`config.mk`:
```
export PLATFORM = sky130hd
export DESIGN_NAME = iter_mul_wrap
export DESIGN_NICKNAME = d
export VERILOG_FILES = /design/src/rtl/mulw_pkg.sv /design/src/rtl/hsw_capture.sv /design/src/rtl/hsw_rise_pulse.sv /design/src/rtl/hsw_iter_mul.sv /design/src/rtl/hsw_result_hold.sv /design/src/rtl/iter_mul_wrap.sv
export SDC_FILE = /design/constraint.sdc
export NUM_CORES = 1
export LEC_CHECK = 0
export ABC_AREA = 1
export BUFFER_PORTS_ARGS = -buffer_cell sky130_fd_sc_hd__buf_2
export CAP_MARGIN = 40
export CORE_ASPECT_RATIO = 1.4
export CORE_MARGIN = 2
export CORE_UTILIZATION = 55
export CTS_CLUSTER_SIZE = 25
export DETAILED_ROUTE_END_ITERATION = 10
export PLACE_DENSITY = 0.79
export SYNTH_ARGS = -nofsm -noshare
export SYNTH_HDL_FRONTEND = slang
export SYNTH_SLANG_ARGS = --single-unit
```
`constraint.sdc`:
```
create_clock -name clk -period 2.8 [get_ports clk]
set_input_delay 0.28 -clock clk [delete_from_list [all_inputs] [get_ports clk]]
set_output_delay 0.28 -clock clk [all_outputs]
set_load 0.005 [all_outputs]
```
`src/rtl/mulw_pkg.sv`:
```
package mulw_pkg;
  // Cycles of overhead beyond the b additions: capture, start, final step.
  localparam int unsigned FIXED_LAT = 3;

  typedef enum logic {
    DP_IDLE = 1'b0,
    DP_RUN  = 1'b1
  } dp_phase_t;
endpackage

```
`src/rtl/hsw_capture.sv`:
```
module hsw_capture #(
  parameter int W = 8
) (
  input  logic         clk,
  input  logic         rst_n,
  input  logic         in_valid,
  input  logic [W-1:0] in_a,
  input  logic [W-1:0] in_b,
  input  logic         take_en,
  input  logic         calc_done,
  output logic         in_ready,
  output logic         item_vld,
  output logic [W-1:0] item_a,
  output logic [W-1:0] item_b
);
  // Single handshake-complete term gating the release of the holding register.
  logic hs_in;
  logic load;
  logic vld_d;
  logic rdy_d;

  assign hs_in = in_valid & in_ready;
  assign load  = ~item_vld & in_valid & take_en;

  always_comb begin
    vld_d = item_vld;
    if (load) begin
      vld_d = 1'b1;
    end else if (hs_in) begin
      vld_d = 1'b0;
    end
    rdy_d = calc_done;
  end

  always_ff @(posedge clk or negedge rst_n) begin
    if (!rst_n) begin
      item_vld <= 1'b0;
      in_ready <= 1'b0;
      item_a   <= '0;
      item_b   <= '0;
    end else begin
      item_vld <= vld_d;
      in_ready <= rdy_d;
      if (load) begin
        item_a <= in_a;
        item_b <= in_b;
      end
    end
  end

  assert_ready_pulse_R4: assert property (@(posedge clk) disable iff (!rst_n)
    in_ready |=> !in_ready);
  assert_ready_has_item_R4: assert property (@(posedge clk) disable iff (!rst_n)
    in_ready |-> item_vld);
  assert_item_hold_R8: assert property (@(posedge clk) disable iff (!rst_n)
    (item_vld && !hs_in) |=> (item_vld && $stable(item_a) && $stable(item_b)));
  assert_release_on_hs_R8: assert property (@(posedge clk) disable iff (!rst_n)
    $fell(item_vld) |-> $past(hs_in));
endmodule

```
`src/rtl/hsw_rise_pulse.sv`:
```
module hsw_rise_pulse (
  input  logic clk,
  input  logic rst_n,
  input  logic level,
  output logic pulse
);
  logic level_q;

  assign pulse = level & ~level_q;

  always_ff @(posedge clk or negedge rst_n) begin
    if (!rst_n) begin
      level_q <= 1'b0;
    end else begin
      level_q <= level;
    end
  end

  assert_pulse_single_R7: assert property (@(posedge clk) disable iff (!rst_n)
    pulse |=> !pulse);
endmodule

```
`src/rtl/hsw_iter_mul.sv`:
```
module hsw_iter_mul
  import mulw_pkg::*;
#(
  parameter int W = 8
) (
  input  logic           clk,
  input  logic           rst_n,
  input  logic           start,
  input  logic [W-1:0]   opa,
  input  logic [W-1:0]   opb,
  output logic           done,
  output logic [2*W-1:0] product
);
  localparam int PW = 2 * W;

  dp_phase_t       phase_q, phase_d;
  logic [W-1:0]    cnt_q, cnt_d;
  logic [PW-1:0]   acc_q, acc_d;
  logic            cnt_zero;

  assign cnt_zero = (cnt_q == '0);

  always_comb begin
    phase_d = phase_q;
    cnt_d   = cnt_q;
    acc_d   = acc_q;
    case (phase_q)
      DP_IDLE: begin
        if (start) begin
          phase_d = DP_RUN;
          cnt_d   = opb;
          acc_d   = '0;
        end
      end
      DP_RUN: begin
        if (cnt_zero) begin
          phase_d = DP_IDLE;
        end else begin
          cnt_d = cnt_q - {{(W-1){1'b0}}, 1'b1};
          acc_d = acc_q + {{W{1'b0}}, opa};
        end
      end
      default: phase_d = DP_IDLE;
    endcase
  end

  always_ff @(posedge clk or negedge rst_n) begin
    if (!rst_n) begin
      phase_q <= DP_IDLE;
      cnt_q   <= '0;
      acc_q   <= '0;
    end else begin
      phase_q <= phase_d;
      cnt_q   <= cnt_d;
      acc_q   <= acc_d;
    end
  end

  assign done    = (phase_q == DP_RUN) && cnt_zero;
  assign product = acc_q;

  assert_no_restart_R7: assert property (@(posedge clk) disable iff (!rst_n)
    start |-> (phase_q == DP_IDLE));
  assert_done_single_R4: assert property (@(posedge clk) disable iff (!rst_n)
    done |=> !done);
endmodule

```
`src/rtl/hsw_result_hold.sv`:
```
module hsw_result_hold #(
  parameter int W = 8
) (
  input  logic           clk,
  input  logic           rst_n,
  input  logic           load,
  input  logic [2*W-1:0] din,
  input  logic           out_ready,
  output logic           out_valid,
  output logic [2*W-1:0] out_data
);
  logic hs_out;
  logic vld_d;

  assign hs_out = out_valid & out_ready;

  always_comb begin
    vld_d = out_valid;
    if (load) begin
      vld_d = 1'b1;
    end else if (hs_out) begin
      vld_d = 1'b0;
    end
  end

  always_ff @(posedge clk or negedge rst_n) begin
    if (!rst_n) begin
      out_valid <= 1'b0;
      out_data  <= '0;
    end else begin
      out_valid <= vld_d;
      if (load) begin
        out_data <= din;
      end
    end
  end

  assert_out_hold_R5: assert property (@(posedge clk) disable iff (!rst_n)
    (out_valid && !out_ready) |=> (out_valid && $stable(out_data)));
  assert_out_clear_R5: assert property (@(posedge clk) disable iff (!rst_n)
    hs_out |=> !out_valid);
  assert_no_overwrite_R6: assert property (@(posedge clk) disable iff (!rst_n)
    load |-> !out_valid);
endmodule

```
`src/rtl/iter_mul_wrap.sv`:
```
module iter_mul_wrap #(
  parameter int W = 8
) (
  input  logic           clk,
  input  logic           rst_n,
  input  logic           in_valid,
  input  logic [W-1:0]   in_a,
  input  logic [W-1:0]   in_b,
  output logic           in_ready,
  output logic           out_valid,
  output logic [2*W-1:0] out_data,
  input  logic           out_ready
);
  logic           item_vld;
  logic [W-1:0]   item_a;
  logic [W-1:0]   item_b;
  logic           start;
  logic           done;
  logic [2*W-1:0] product;
  logic           take_en;

  // New items wait until the previous product has been read.
  assign take_en = ~out_valid;

  hsw_capture #(.W(W)) u_cap (
    .clk       (clk),
    .rst_n     (rst_n),
    .in_valid  (in_valid),
    .in_a      (in_a),
    .in_b      (in_b),
    .take_en   (take_en),
    .calc_done (done),
    .in_ready  (in_ready),
    .item_vld  (item_vld),
    .item_a    (item_a),
    .item_b    (item_b)
  );

  hsw_rise_pulse u_edge (
    .clk   (clk),
    .rst_n (rst_n),
    .level (item_vld),
    .pulse (start)
  );

  hsw_iter_mul #(.W(W)) u_mul (
    .clk     (clk),
    .rst_n   (rst_n),
    .start   (start),
    .opa     (item_a),
    .opb     (item_b),
    .done    (done),
    .product (product)
  );

  hsw_result_hold #(.W(W)) u_res (
    .clk       (clk),
    .rst_n     (rst_n),
    .load      (done),
    .din       (product),
    .out_ready (out_ready),
    .out_valid (out_valid),
    .out_data  (out_data)
  );

  assert_ready_with_result_R4: assert property (@(posedge clk) disable iff (!rst_n)
    $rose(in_ready) |-> $rose(out_valid));
  assert_idle_quiet_R9: assert property (@(posedge clk) disable iff (!rst_n)
    !item_vld |-> !in_ready);
endmodule

```
# Word-level counts from Yosys, hierarchy flattened
# Index checks and enable logic that the tools add are counted.
# classes
n_addsub	2
n_eq_ne	2
mux	13
n_bitwise	9
n_reduce_logical	5
# op_table
operator	n
16-bit two-way mux	2
16-bit one-hot mux with 2 select lines	1
16-bit by 8-bit adder with 16-bit output	1
8-bit two-way mux	2
8-bit one-hot mux with 2 select lines	1
8-bit logical NOT	1
8-bit by 1-bit subtractor with 8-bit output, second input constant	1
1-bit two-way mux	6
1-bit AND	5
2-bit != test, second input constant	2
1-bit NOT	4
2-bit nonzero test	2
1-bit one-hot mux with 2 select lines	1
2-bit AND reduction	1
1-bit logical AND	1
# totals
ff_bits	61
inputBits	20
out_inout_bits	18
wordCells	41

# Depth between registers and ports, before layout
# depth
word_depth	4
ltp_mapped	12
ltp_nobuf	12

# Modules after synthesis
# A second synthesis with hierarchy kept.
# hier_totals
cells_unflattened	413
hier_area_um2	3239.4
# by_module_without_submodules
module	instances	cells_each	area_per_inst_um2
hsw_iter_mul	1	260	1780.5
hsw_capture	1	77	744.5
hsw_result_hold	1	72	675.6
hsw_rise_pulse	1	3	35.0
iter_mul_wrap	1	1	3.8

# Least setup slack after synthesis
# No wires, ideal clock.
# synth_timing
path_type	reg2reg
start	register u_cap.item_a[0]
end	register u_mul.acc_q[12] (netlist: u_mul.product[12])
setup_ns	0.117
arrival_ns	1.527
required_ns	2.683
setup_slack_ns	1.156
path_stages_with_launch	12
synth_period_minus_slack_ns	1.644
cell_sequence	dfrtp_1 > ha_1 > inv_1 > fa_1 > inv_1 > nand3_1 > nand3_1 > nand2_1 > nand2_1 > nand3_1 > nor2_1 > nor2_1
# synth_between
elab_chain_len	3
# synth_rtl
element	line_no	source
from (decl)	hsw_capture.sv:13	output logic [W-1:0] item_a,
from (signal assigned)	hsw_capture.sv:45	item_a <= in_a;
16-bit by 8-bit adder with 16-bit output	hsw_iter_mul.sv:40	acc_d = acc_q + {{W{1'b0}}, opa};
16-bit two-way mux	hsw_iter_mul.sv:36	if (cnt_zero) begin
16-bit one-hot mux with 2 select lines	hsw_iter_mul.sv:27	case (phase_q)
to (signal assigned)	hsw_iter_mul.sv:51	acc_q <= '0;
to (signal assigned)	hsw_iter_mul.sv:55	acc_q <= acc_d;
to (decl)	hsw_iter_mul.sv:18	logic [PW-1:0] acc_q, acc_d;
# Every way passes these cells. The select of a mux whose other input is x is not followed.
# A chain may end at the register's enable or synchronous reset.

# Worst setup path after layout
# layout_timing
start	register u_mul.cnt_q[0]
end	register u_mul.acc_q[10] (netlist: u_mul.product[10])
# layout_between
elab_chain_len	3
# layout_rtl
element	line_no	source
from (decl)	hsw_iter_mul.sv:17	logic [W-1:0] cnt_q, cnt_d;
from (signal assigned)	hsw_iter_mul.sv:54	cnt_q <= cnt_d;
8-bit logical NOT	hsw_iter_mul.sv:21	assign cnt_zero = (cnt_q == '0);
2-bit != test (no line)	--	
2-bit AND reduction (no line)	--	
# Every way passes these cells.

==> flow_summary.toml <==
[sta]
timing_max_transition_violations_final = 0
finalSetupViolCount = 0
setup_slack_ns = 0.8973
min_period_over_period_pct = 67.95
worst_hold_slack_ns = 0.1143
worst_clock_skew_ns = 0.007783
unrepaired_setup_endpoints_after_global_routing = "no"
period_minus_slack_ns = 1.903
tns_ns = 0
achievable_frequency_ghz = 0.5256
slew-limit-headroom_pct = 66.17
worst-slew-pin-transition_ns = 0.5075
final-hold-violation-count = 0

[yosys]
post-synth-top-area-cell = "dfrtp_1"
postSynthCellCount = 363
total_standard_cell_area_after_synthesis_um2 = 3110
synthDominantCellAreaShare_pct = 49.07
ys_ff_latch = 61
syn_avg_cell_area_um2 = 8.569
netlist-cell-type-count = 33
synth_warnings = 0
synth_nets = 394
seq_area_frac_synth_pct = 49.07
ys_top_cells_by_area = "dfrtp_1 (49%), nand2_1 (11%), mux2_2 (4.7%), inv_1 (4.6%), nor2_1 (4.5%)"

[run_status]
status = "complete, no violations"

[setup_path]
timing.critical_path.arrival_ns = 2.13
worstPathMaxFanout = 34
worst_r2r_path_depth = 11
timing.critical_path.mode_cell = "nand2_1"
regToRegSetupSlack_ns = 0.90
critical_path.reg2reg.endpoint = "u_mul.product[10]"
crit_path_cells = "inv_1, ha_1, nand2_1, nor2_2, nand2_4, nand2_4, inv_4, nand2_2, nand2_1, nand2_1, nor2_2"
timing.critical_path.required_ns = 3.03
crit_path_start_kind = "flip-flop"
crit_path_max_incr_delay_ns = 0.38
critPathCaptureType = "flip-flop"
critical_setup_path_kind = "reg -> reg"
cp_slowest_cell = "dfrtp_1"
critical_path.reg2reg.startpoint = "u_mul.cnt_q[0]"

[detailed_routing]
drt_pre_antenna_iters = 4
drt_first_iter_violations = 161
met2_length_um = 3347
detail_route.drc_violations = 0
drt-wirelength-per-cell_um = 13.64
top_signal_layer_used = "met4"
met1_length_um = 2728
num_vias = 2497
final_ant_viol_nets = 0
post_drt_via_cell_ratio = 5.246
routed_wl_um = 6494
route.met3.wl_um = 281

[final_layout]
area_growth_pct = 13.44
drive_above_1_share_pct = 21.08
postLayoutCellArea_um2 = 3528
finalCoreUtilization_pct = 64.32
finalNonFillerCells = 476
design.final.nets = 435
diodes = 0

[power]
net_switching_fraction_of_the_power_pct = 42.55
pwr-share-seq_pct = 34.2
total_power_mw = 4.564
power.clock.fraction_pct = 17.1
power.net_switching_mw = 1.942
power_frac_comb_pct = 48.7
power-per-cell-area_nw_per_um2 = 1293
static-leakage-power_nw = 1.899
p_int_mw = 2.622
peakVddDrop_uv = 761.3

[grt]
pin_count_of_the_biggest_net_entering_global_routing = 42
grt_antenna_before_repair = 0
global_route_wire_length_before_repair_um = 10900
groute.usage.overall_pct = 23.19
via_count_of_the_first_global_routing_pass = 2458
globalRoute.totalOverflow = 0

[placement]
setup_slack_after_placement_ns = 0.9302
dpl-instance-area_um2 = 3326
place.gp.congestion = 0.8475
place.detailed.instances = 460
numPortBuffers = 37
dp_hpwl_um = 4626

[clock_tree]
clock_path_buffers = 2
clk_root_buffer_cell = "clkbuf_8"
postCtsHoldBufs = 1
cts_inserted_buffers = 9
path_clk_slew_ns = 0.07
tritoncts = "done"
htree_levels = 3
clock_insertion_delay_worst_skew_ns = 0.34
clkSinkCount = 61
ctsResizeCount = 0
postCtsSetupBuffers = 0

[job]
drv.max_cap_violation_count = 0

[worst_hold_path]
hp-start = "out_ready"
holdCritPathClass = "in -> reg"
hold_depth = 2
worst_hold_path_endpoint = "u_res.out_valid"

[die]
initial_utilization_pct = 56.71
row_count = 32
fp.coreArea_um2 = 5485
floorplan.die.height_um = 92.98
num_io_pins = 38
die_area_um2 = 6281
die-width_um = 67.56
==> worst max-delay path: cells and delay by family, from the launching register on <==
family / cells / cell delay, ns
flops: 1 / 0.38
fa+ha+maj: 1 / 0.18
simple gates: 8 / 0.95
buf+inv: 2 / 0.27
==> final cells by class <==
| cell class | instances | area (um2) |
|---|---|---|
| clock inverter | 1 | 30.03 |
| inverter | 43 | 163.9 |
| timing repair buffer | 40 | 210.2 |
| fill | 443 | 1957 |
| multi-input combinational | 249 | 1350 |
| sequential | 61 | 1526 |
| tap | 68 | 85.08 |
| clock buffer | 14 | 162.7 |
==> power by group through the flow <==
stage | sequential, mW | clock [mW] | combinational, mW
2_1_floorplan | 1.48 | 0 | 1.78
3_3_place_gp | 1.55 | 0 | 2.14
3_5_place_dp | 1.57 | 0 | 2.20
4_1_cts | 1.56 | 0.791 | 2.22
5_1_grt | 1.61 | 0.832 | 2.54
6_report | 1.56 | 0.779 | 2.22
==> worst max path at each step <==
stage                          from           endpoint  cells after the start
finish               u_mul.cnt_q[0]  u_mul.product[10]                     11
global route         u_mul.cnt_q[0]  u_mul.product[12]                     11
CTS                  u_mul.cnt_q[0]  u_mul.product[12]                     11
detailed placement   u_mul.cnt_q[0]  u_mul.product[12]                     11
global placement     u_mul.cnt_q[0]  u_mul.product[12]                     11
floorplan           u_cap.item_a[0]  u_mul.product[12]                     11
==> cells in the mapped netlist, drive strengths merged <==
| master | count |
|---|---|
| xor2 | 3 |
| o211ai | 1 |
| nand2 | 99 |
| buf | 9 |
| inv | 43 |
| fa | 1 |
| o22ai | 6 |
| nor2 | 42 |
| clkbuf | 1 |
| a21boi | 1 |
| a21oi | 14 |
| a31oi | 1 |
| mux2 | 13 |
| o21ai | 27 |
| a211oi | 1 |
| a21o | 1 |
| dfrtp | 61 |
| nand3 | 21 |
| ha | 10 |
| nor3 | 2 |
| nand4 | 4 |
| xnor2 | 2 |
==> logic make-up (layout without fill, tap and decap cells) <==
logic type	Yosys count	in the layout	share of synthesized area (%)
flip-flops	61	61	49.07
buffers and inverters	53	98	7.522
adder cells (fa/ha/maj)	11	11	4.666
AO/OA/AOI/OAI	52	52	9.092
XOR/XNOR	5	5	1.408
AND/OR/NAND/NOR	168	168	23.53
multiplexers	13	13	4.706
==> layer usage <==
layer	GRT usage [%]	vias up
met3	4.452	10
met1	28.19	1181
met4	10.88	0
met5	0	-
met2	38.73	64
li1	-	1242
==> sequential cells by signal, summed over array words and instances, names as in the netlist <==
register / cells
u_cap.item_vld: 1
u_mul.product: 16
u_mul.cnt_q: 8
u_res.out_valid: 1
u_cap.in_ready: 1
u_edge.level_q: 1
u_res.out_data: 16
u_cap.item_a: 8
u_cap.item_b: 8
u_mul.phase_q: 1
==> layout by cell type (no fill, tap or decap), types with 4 or more instances in the layout <==
cell      synthesis  layout
nand2_1          91      91
dfrtp_1          61      61
inv_1            38      38
nor2_1           37      37
buf_2             5      37
o21ai_0          26      26
nand3_1          18      18
a21oi_1          14      14
mux2_2           13      13
clkbuf_8          0      11
ha_1             10      10
nand2_2           6       6
o22ai_1           6       6
inv_2             4       4
nor2_2            4       4
nand4_1           4       4
(Power assumes the default switching activity.)
